### config.mk
export PLATFORM = sky130hd
export DESIGN_NAME = wait_cost_calc
export DESIGN_NICKNAME = d
export VERILOG_FILES = /design/src/rtl/wcc_pkg.sv /design/src/rtl/wcc_idle_track.sv /design/src/rtl/wcc_cart_cost.sv /design/src/rtl/wcc_local_cost.sv /design/src/rtl/wait_cost_calc.sv
export SDC_FILE = /design/constraint.sdc
export NUM_CORES = 1
export LEC_CHECK = 0
export CAP_MARGIN = 20
export CORE_MARGIN = 3
export CORE_UTILIZATION = 35
export DETAILED_ROUTE_END_ITERATION = 6
export PLACE_DENSITY = 0.83
export REMOVE_ABC_BUFFERS = 1
export SLEW_MARGIN = 40
export SYNTH_ARGS = -nofsm -noshare
export SYNTH_HDL_FRONTEND = slang
export SYNTH_HIERARCHICAL = 1
export SYNTH_SLANG_ARGS = --single-unit
### constraint.sdc
create_clock -name clk -period 4.54 [get_ports clk]
set_clock_uncertainty 0.1 [all_clocks]
set_input_delay 0.908 -clock clk [delete_from_list [all_inputs] [get_ports clk]]
set_output_delay 0.908 -clock clk [all_outputs]
set_load 0.01 [all_outputs]
### src/rtl/wcc_pkg.sv
package wcc_pkg;

    typedef enum logic [1:0] {
        ACC_BYTE = 2'd0,
        ACC_HALF = 2'd1,
        ACC_WORD = 2'd2,
        ACC_RSVD = 2'd3
    } acc_width_e;

    typedef struct packed {
        logic pend;
    } idle_state_t;

    // first-access time for a 2-bit window code
    function automatic logic [3:0] first_cycles(input logic [1:0] code);
        case (code)
            2'd0:    first_cycles = 4'd5;
            2'd1:    first_cycles = 4'd4;
            2'd2:    first_cycles = 4'd3;
            default: first_cycles = 4'd9;
        endcase
    endfunction

    // sequential time of a window whose sequential code bit is set
    function automatic logic [3:0] seq_set_cycles(input int win);
        case (win)
            0:       seq_set_cycles = 4'd3;
            1:       seq_set_cycles = 4'd5;
            default: seq_set_cycles = 4'd9;
        endcase
    endfunction

endpackage

### src/rtl/wcc_idle_track.sv
module wcc_idle_track
    import wcc_pkg::*;
(
    input  logic clk,
    input  logic rst_n,
    input  logic in_cart,
    input  logic idle_stb,
    input  logic xfer_stb,
    output logic pend
);
    idle_state_t st_d, st_q;

    always_comb begin
        st_d = st_q;
        if (xfer_stb) begin
            st_d.pend = 1'b0;
        end else if (idle_stb && in_cart) begin
            st_d.pend = 1'b1;
        end
    end

    always_ff @(posedge clk or negedge rst_n) begin
        if (!rst_n) begin
            st_q <= '0;
        end else begin
            st_q <= st_d;
        end
    end

    assign pend = st_q.pend;


    xfer_clears_chk: assert property (@(posedge clk) disable iff (!rst_n)
        xfer_stb |=> !pend);

    idle_sets_chk: assert property (@(posedge clk) disable iff (!rst_n)
        (idle_stb && in_cart && !xfer_stb) |=> pend);

    flag_holds_chk: assert property (@(posedge clk) disable iff (!rst_n)
        (!xfer_stb && !(idle_stb && in_cart)) |=> $stable(pend));

endmodule

### src/rtl/wcc_cart_cost.sv
module wcc_cart_cost
    import wcc_pkg::*;
#(
    parameter int NWIN   = 4,
    parameter int COST_W = 6,
    localparam int WIN_W = $clog2(NWIN)
) (
    input  logic [WIN_W-1:0]  win,
    input  logic [15:0]       page_bits,
    input  logic              is_word,
    input  logic              seq_hint,
    input  logic              idle_pend,
    input  logic [2*NWIN-1:0] first_code,
    input  logic [NWIN-1:0]   seq_code,
    output logic [COST_W-1:0] cost
);
    logic [3:0] n_arr [NWIN];
    logic [3:0] s_arr [NWIN];

    for (genvar w = 0; w < NWIN; w++) begin : g_win
        assign n_arr[w] = first_cycles(first_code[2*w +: 2]);
        if (w == NWIN - 1) begin : g_last
            assign s_arr[w] = n_arr[w];
        end else begin : g_other
            assign s_arr[w] = seq_code[w] ? seq_set_cycles(w) : 4'd2;
        end
    end

    logic [3:0] n_sel, s_sel;
    logic       seq_eff;

    always_comb begin
        n_sel   = n_arr[win];
        s_sel   = s_arr[win];
        seq_eff = seq_hint && (page_bits != 16'd0) && !idle_pend;
        if (seq_eff) begin
            cost = is_word ? COST_W'({s_sel, 1'b0}) : COST_W'(s_sel);
        end else begin
            cost = is_word ? COST_W'(n_sel) + COST_W'(s_sel) : COST_W'(n_sel);
        end
    end

endmodule

### src/rtl/wcc_local_cost.sv
module wcc_local_cost #(
    parameter int WAIT_W = 4,
    parameter int COST_W = 6
) (
    input  logic [2:0]        region,
    input  logic              is_word,
    input  logic [WAIT_W-1:0] wram_wait,
    output logic [COST_W-1:0] cost
);
    localparam int WRAM_TOP = 1 << WAIT_W;

    logic [COST_W-1:0] wram_base;

    always_comb begin
        wram_base = COST_W'(WRAM_TOP) - COST_W'(wram_wait);
        case (region)
            3'd2:      cost = is_word ? (wram_base << 1) : wram_base;
            3'd5, 3'd6: cost = is_word ? COST_W'(2) : COST_W'(1);
            default:   cost = COST_W'(1);
        endcase
    end

endmodule

### src/rtl/wait_cost_calc.sv
module wait_cost_calc
    import wcc_pkg::*;
#(
    parameter int NWIN   = 4,
    parameter int WAIT_W = 4,
    parameter int COST_W = 6
) (
    input  logic              clk,
    input  logic              rst_n,
    input  logic [27:0]       addr,
    input  logic [1:0]        acc_width,
    input  logic              seq_hint,
    input  logic [2*NWIN-1:0] first_code,
    input  logic [NWIN-1:0]   seq_code,
    input  logic [WAIT_W-1:0] wram_wait,
    input  logic              idle_stb,
    input  logic              rd_stb,
    input  logic              wr_stb,
    output logic [COST_W-1:0] cost,
    output logic              idle_pend
);
    localparam int WIN_W = $clog2(NWIN);

    logic              in_cart, is_word;
    logic [COST_W-1:0] cart_cost, local_cost;
    logic              unused_addr;

    assign in_cart     = addr[27];
    assign is_word     = (acc_width_e'(acc_width) == ACC_WORD);
    assign unused_addr = ^{addr[23:17], addr[0]};

    wcc_idle_track i_idle (
        .clk      (clk),
        .rst_n    (rst_n),
        .in_cart  (in_cart),
        .idle_stb (idle_stb),
        .xfer_stb (rd_stb | wr_stb),
        .pend     (idle_pend)
    );

    wcc_cart_cost #(.NWIN(NWIN), .COST_W(COST_W)) i_cart (
        .win        (addr[25 +: WIN_W]),
        .page_bits  (addr[16:1]),
        .is_word    (is_word),
        .seq_hint   (seq_hint),
        .idle_pend  (idle_pend),
        .first_code (first_code),
        .seq_code   (seq_code),
        .cost       (cart_cost)
    );

    wcc_local_cost #(.WAIT_W(WAIT_W), .COST_W(COST_W)) i_local (
        .region    (addr[26:24]),
        .is_word   (is_word),
        .wram_wait (wram_wait),
        .cost      (local_cost)
    );

    assign cost = in_cart ? cart_cost : local_cost;


    plain_region_chk: assert property (@(posedge clk) disable iff (!rst_n)
        (!in_cart && addr[26:24] inside {3'd0, 3'd1, 3'd3, 3'd4, 3'd7}) |-> cost == COST_W'(1));

    video_region_chk: assert property (@(posedge clk) disable iff (!rst_n)
        (!in_cart && addr[26:24] inside {3'd5, 3'd6}) |-> cost == (is_word ? COST_W'(2) : COST_W'(1)));

    idle_forces_first_chk: assert property (@(posedge clk) disable iff (!rst_n)
        (in_cart && idle_pend && !is_word)
        |-> cost == COST_W'(first_cycles(first_code[2*addr[25 +: WIN_W] +: 2])));

    page_forces_first_chk: assert property (@(posedge clk) disable iff (!rst_n)
        (in_cart && addr[16:1] == 16'd0 && !is_word)
        |-> cost == COST_W'(first_cycles(first_code[2*addr[25 +: WIN_W] +: 2])));

endmodule

==> results of run 1 <==
-- routing by layer --
metal,vias up,track usage,part of all wire
met5,-,0,0
met4,0,0.02848,0.011
met3,4,0.006479,0.026
met2,26,0.3642,0.59
met1,567,0.2044,0.37
li1,581,-,-
-- how the worst max path moves through the flow --
| stage | cells past startpoint | endpoint | start | slack (ns) |
|---|---|---|---|---|
| after floorplan | 9 | cost[2] | addr[26] | 0.66 |
| after global placement | 11 | cost[2] | addr[26] | -0.55 |
| after detailed placement | 11 | cost[2] | addr[26] | -0.63 |
| after CTS | 11 | cost[2] | first_code[0] | -0.05 |
| after global routing | 11 | cost[1] | first_code[7] | 0.07 |
| final | 11 | cost[1] | first_code[7] | 0.17 |
-- worst max-delay path: cells and delay by family --
kind	cells	cell delay, ns
compound gates	1	0.22
fa+ha+maj	2	0.65
buf+inv	4	0.44
mux	2	0.71
simple gates	2	0.42
-- power groups by stage --
| stage | combinational [mW] | sequential (mW) | clock [mW] |
|---|---|---|---|
| global placement | 0.160 | 0.00955 | 0 |
| detailed placement | 0.168 | 0.00962 | 0 |
| floorplan | 0.0747 | 0.00971 | 0 |
| CTS | 0.172 | 0.00958 | 0 |
| global route | 0.196 | 0.00964 | 0 |
| finish | 0.182 | 0.00957 | 0 |
-- cell usage in the layout (no fill, tap or decap), types with 2 or more instances in the layout --
master and n:
nor3b_1 2, mux2i_1 3, buf_4 27, nand2_1 5, nand3b_1 2, nand2b_1 3, o21bai_1 2, dlymetal6s2s_1 7
clkdlybuf4s50_1 35, buf_6 2, o21a_1 3, ha_1 4, mux2_4 6, inv_1 11, xnor2_1 2, a21oi_1 6
nor2_1 4, mux2_2 2, clkbuf_2 2, a21o_1 2, nor2b_1 7, and3b_2 2, dlygate4sd2_1 3, o21ai_1 4
o21ai_0 3, and3_1 2, mux4_2 3, nor4_4 4
-- logic make-up after synthesis --
group	Yosys count
buffers and inverters	18
muxes	14
AOI/OAI and AO/OA	34
other	1
adders and majority gates	6
DFF	1
xor gates and xnor gates	3
and+or+nand+nor	43
-- per-stage QoR --
step           setup WS [ns]  cell area (sq um)
2_1_floorplan         0.6589              969.7
3_3_place_gp         -0.5512               1678
3_5_place_dp         -0.6315               1678
4_1_cts             -0.04748               1719
5_1_grt              0.07194               1769
6_report              0.1684               1769
-- layout make-up --
cell class,count,area [sq um]
multi-input cells,101,965.9
inverters,11,41.29
repair buffers,76,699.4
flip-flops and latches,1,25.02
fillers,198,843.3
well taps,30,37.54
-- repair_timing --
| action | 4_1_cts | 5_1_grt |
|---|---|---|
| pin swaps | 5 | 6 |
| setup buffers | 1 | 2 |
| endpoints found under the setup margin | 4 | 4 |
| gates resized for setup | 23 | 17 |
==> impl_metrics.json, run 1 <==
{
  "synth_compound_gate_area_share": 0.2448,
  "max_stage_delay_ns": 0.52,
  "overflow": 0,
  "min_from": "i_idle/pend",
  "rrSetupSlack_ns": 3.77,
  "dp_cells": 216,
  "die_area_sq_um": 3589,
  "synth-seq-area-share": 0.02460,
  "path_clk_slew_ns": 0,
  "synth_ff_type": "dfrtp_1",
  "crit_slowest_cell": "fa_2",
  "path_max_fanout": 3,
  "antenna_found_initial": 0,
  "cts_hold_buf": 0,
  "worstSetupEndpointType": "output port",
  "setup_viol": 0,
  "synth_top_family_by_area": "simple AND/OR/NAND/NOR gates",
  "power_density_nw_per_um2": 108.1,
  "leakage_nw": 0.8104,
  "final_cells": 219,
  "viasPerCell": 5.379,
  "nNetsFinal": 249,
  "r2r_end": "i_idle/pend",
  "synthAdderAreaFrac": 0.08118,
  "min_to": "i_idle/pend",
  "drc": 0,
  "clk_latency_ns": 0,
  "power_switching_uw": 74.41,
  "cap_violations": 0,
  "worstPathRequired_ns": 3.53,
  "area_growth_pct": 73.92,
  "grt_pass1_wl_mm": 5.126,
  "internal-power_uw": 116.9,
  "period_minus_slack_ns": 4.372,
  "ys_top_cells_by_area": "mux2_4 8.9%, nor4_4 8.4%, mux4_2 6.6%",
  "seqPwrFrac": 0.050,
  "port_buffers": 49,
  "initial_utilization": 0.3894,
  "async_reset_ff_frac": 1.000,
  "p_clk_frac": 0,
  "yosys_register_bits": 1,
  "vdd_drop_max_mv": 0.06680,
  "synth.mux.area_fraction": 0.2066,
  "fp.dieW_um": 59.91,
  "whs_path_depth": 2,
  "final_util": 0.6772,
  "vias": 1178,
  "finalCritPeriodShare": 0.9629,
  "start_kind": "primary input",
  "die_y_um": 59.91,
  "r2r_cells": 2,
  "synth_common_cells": "11 x inv_1, 7 x a21oi_1, 7 x nor2b_1",
  "total_power_uw": 191.3,
  "coreArea_sq_um": 2613,
  "synthMostInstantiatedCell": "inv_1",
  "layout-drive-gt1-share": 0.3175,
  "synth_cell_types": 54,
  "grt_max_degree": 20,
  "setup_tns_ns": 0,
  "largest_register_ffs": 1,
  "final_max_slew_viol_count": 0,
  "drt_first_pass_iters": 4,
  "grt_usage": 0.1794,
  "wl_per_cell_um": 15.56,
  "p_comb_frac": 0.950,
  "crit_arrival_ns": 3.36,
  "hpwlAfterDp_mm": 2.825,
  "min-delay-path-class": "flop to flop",
  "yosysWarningCount": 6,
  "synth_top_area_cell": "mux2_4",
  "wl_mm": 3.408,
  "num_antenna_cells": 0,
  "crit_chain": "dlygate4sd2_1 > and3b_2 > a211oi_4 > or2_4 > ha_4 > inv_1 > fa_2 > inv_1 > mux4_2 > mux2_4 > buf_6",
  "drtIter0Drc": 51,
  "outcome": "finished, final reports clean",
  "hold_ws_ns": 0.4163,
  "fmax_ghz": 0.2288,
  "antenna_left": 0,
  "ios": 59,
  "synth_xor_area_frac": 0.02583,
  "r2r_start": "i_idle/pend",
  "synthesis.instances": 120,
  "syn_avg_cell_area_sq_um": 8.477,
  "synth_simple_gate_area_frac": 0.3260,
  "grt_pass1_vias": 1207,
  "finalWeightedCongestion": 0.7953,
  "synth_edf_count": 0,
  "synth_top_area_frac": 0.08856,
  "synth_area_sq_um": 1017,
  "swShare": 0.3890,
  "criticalPathCategory": "primary input to output port",
  "critPathMostFrequentCell": "inv_1",
  "fp-row-count": 18,
  "rsz0062_at_grt": "no",
  "hold_violations": 0
}
(Power assumes the default switching activity.)
==> run 2, diff against run 1 <==
- ABC_CLOCK_PERIOD_IN_PS: unset -> 4540
- SETUP_SLACK_MARGIN: unset -> 0.5
==> run 2 against run 1 <==
Net effect:
- worst hold slack better by 0.0037 ns
- sequential share of layout area down 0.088 points
- total power up 10%
- maximum frequency increased by 4.3%
- largest cell class unchanged
- cell count increased by 3.2%
- register-to-register slack about the same
- via count increased by 4.5%
==> impl_metrics.json, run 2 (synthesis results as in run 1) <==
{
  "setup_ws_ns": 0.3493,
  "cp.buffers_inverters": 4,
  "whs_path_depth": 2,
  "fp.dieW_um": 59.91,
  "num_antenna_cells": 0,
  "wl_mm": 3.707,
  "min-delay-path-class": "flop to flop",
  "initial_utilization": 0.3894,
  "vdd_drop_max_mv": 0.07802,
  "vias": 1231,
  "fp-row-count": 18,
  "final_cells": 226,
  "crit_arrival_ns": 3.18,
  "place_ws_ns": -0.6315,
  "finish.instance_area_sq_um": 1887,
  "path_max_fanout": 5,
  "period_minus_slack_ns": 4.191,
  "cts_hold_buf": 0,
  "wl_per_cell_um": 16.40,
  "drtIter0Drc": 62,
  "final.fill_count": 182,
  "dp_cells": 216,
  "r2r_cells": 2,
  "grt_pass1_wl_mm": 5.775,
  "die_y_um": 59.91,
  "port_buffers": 49,
  "antenna_found_initial": 0,
  "layout_commonest_cell": "buf_4",
  "final_util": 0.7222,
  "largest_register_ffs": 1,
  "min_to": "i_idle/pend",
  "fmax_ghz": 0.2386,
  "r2r_start": "i_idle/pend",
  "crit_chain": "buf_12 > and3b_2 > a211oi_2 > or2_4 > ha_4 > inv_2 > fa_2 > inv_1 > mux4_2 > mux2_4 > buf_6",
  "cpLargestDelayFamily": "multiplexers",
  "criticalPathCategory": "primary input to output port",
  "worstSetupEndpointType": "output port",
  "hold_ws_ns": 0.4201,
  "start_kind": "primary input",
  "ios": 59,
  "grt_usage": 0.2055,
  "leakage_nw": 0.8308,
  "rsz0062_at_grt": "yes",
  "path_clk_slew_ns": 0,
  "grt_pass1_vias": 1312,
  "area_growth_pct": 85.49,
  "grt_max_degree": 20,
  "rrSetupSlack_ns": 3.77,
  "overflow": 0,
  "clk_latency_ns": 0,
  "coreArea_sq_um": 2613,
  "finalCritPeriodShare": 0.9231,
  "setup_viol": 0,
  "worstPathRequired_ns": 3.53,
  "max_stage_delay_ns": 0.52,
  "nNetsFinal": 256,
  "place_area_sq_um": 1678,
  "final_max_slew_viol_count": 0,
  "hold_violations": 0,
  "r2r_end": "i_idle/pend",
  "power_density_nw_per_um2": 111.7,
  "cap_violations": 0,
  "finalWeightedCongestion": 0.7953,
  "viasPerCell": 5.447,
  "die_area_sq_um": 3589,
  "drc": 0,
  "antenna_left": 0,
  "outcome": "finished, final reports clean",
  "layout-drive-gt1-share": 0.4337,
  "hpwlAfterDp_mm": 2.825,
  "drt_first_pass_iters": 4,
  "crit_slowest_cell": "fa_2",
  "min_from": "i_idle/pend",
  "layout_common_cells": "32 x buf_4, 30 x clkdlybuf4s50_1, 10 x inv_1"
}
==> run 2: power by group <==
group | switching (mW) | leakage (nW) | internal, mW | total [mW]
combinational | 0.0802 | 0.817 | 0.121 | 0.201
sequential | 0.000198 | 0.0137 | 0.00938 | 0.00958
clock | 0 | 0 | 0 | 0
total | 0.0804 | 0.831 | 0.130 | 0.211
==> run 2: repair_timing <==
action	4_1_cts	5_1_grt
cloned	1	0
endpoints found under the setup margin	6	6
buffers inserted	7	2
resized for setup	91	6
pin swaps	11	5
hold endpoints to repair	0	0
==> run 2: metal layers <==
layer / GRT usage / vias to the layer above / share of wire
li1: - / 598 / -
met1: 0.2303 / 600 / 0.39
met2: 0.4105 / 25 / 0.56
met3: 0.01296 / 8 / 0.030
met4: 0.04747 / 0 / 0.020
met5: 0 / - / 0
==> run 2: per-stage QoR <==
stage	TNS [ns]	power, mW
2_1_floorplan	0	0.08444
3_3_place_gp	-1.603	0.1695
3_5_place_dp	-1.912	0.1777
4_1_cts	0	0.2005
5_1_grt	0	0.2249
6_report	0	0.2108
==> run 2: worst min-delay path: stages, from the launching register on <==
cell	delay, ns
dfrtp_1	0.34
a21oi_1	0.05
nor2_1	0.08
==> run 2: how the worst max path moves through the flow <==
stage                              from      end  slack, ns  cells past startpoint
after floorplan                addr[26]  cost[2]       0.66                      9
after global placement         addr[26]  cost[2]      -0.55                     11
after detailed placement       addr[26]  cost[2]      -0.63                     11
after CTS                      addr[26]  cost[1]       0.42                     11
after global routing      first_code[3]  cost[1]       0.31                     10
final                          addr[26]  cost[1]       0.35                     11
==> run 2: area by class of cell <==
type | instances | area, sq um | share of cell area
inverter | 11 | 41.29 | 0.02188
multi-input combinational | 101 | 1023 | 0.5424
sequential | 1 | 25.02 | 0.01326
tap | 30 | 37.54 | 0.01989
timing repair buffer | 83 | 759.5 | 0.4025
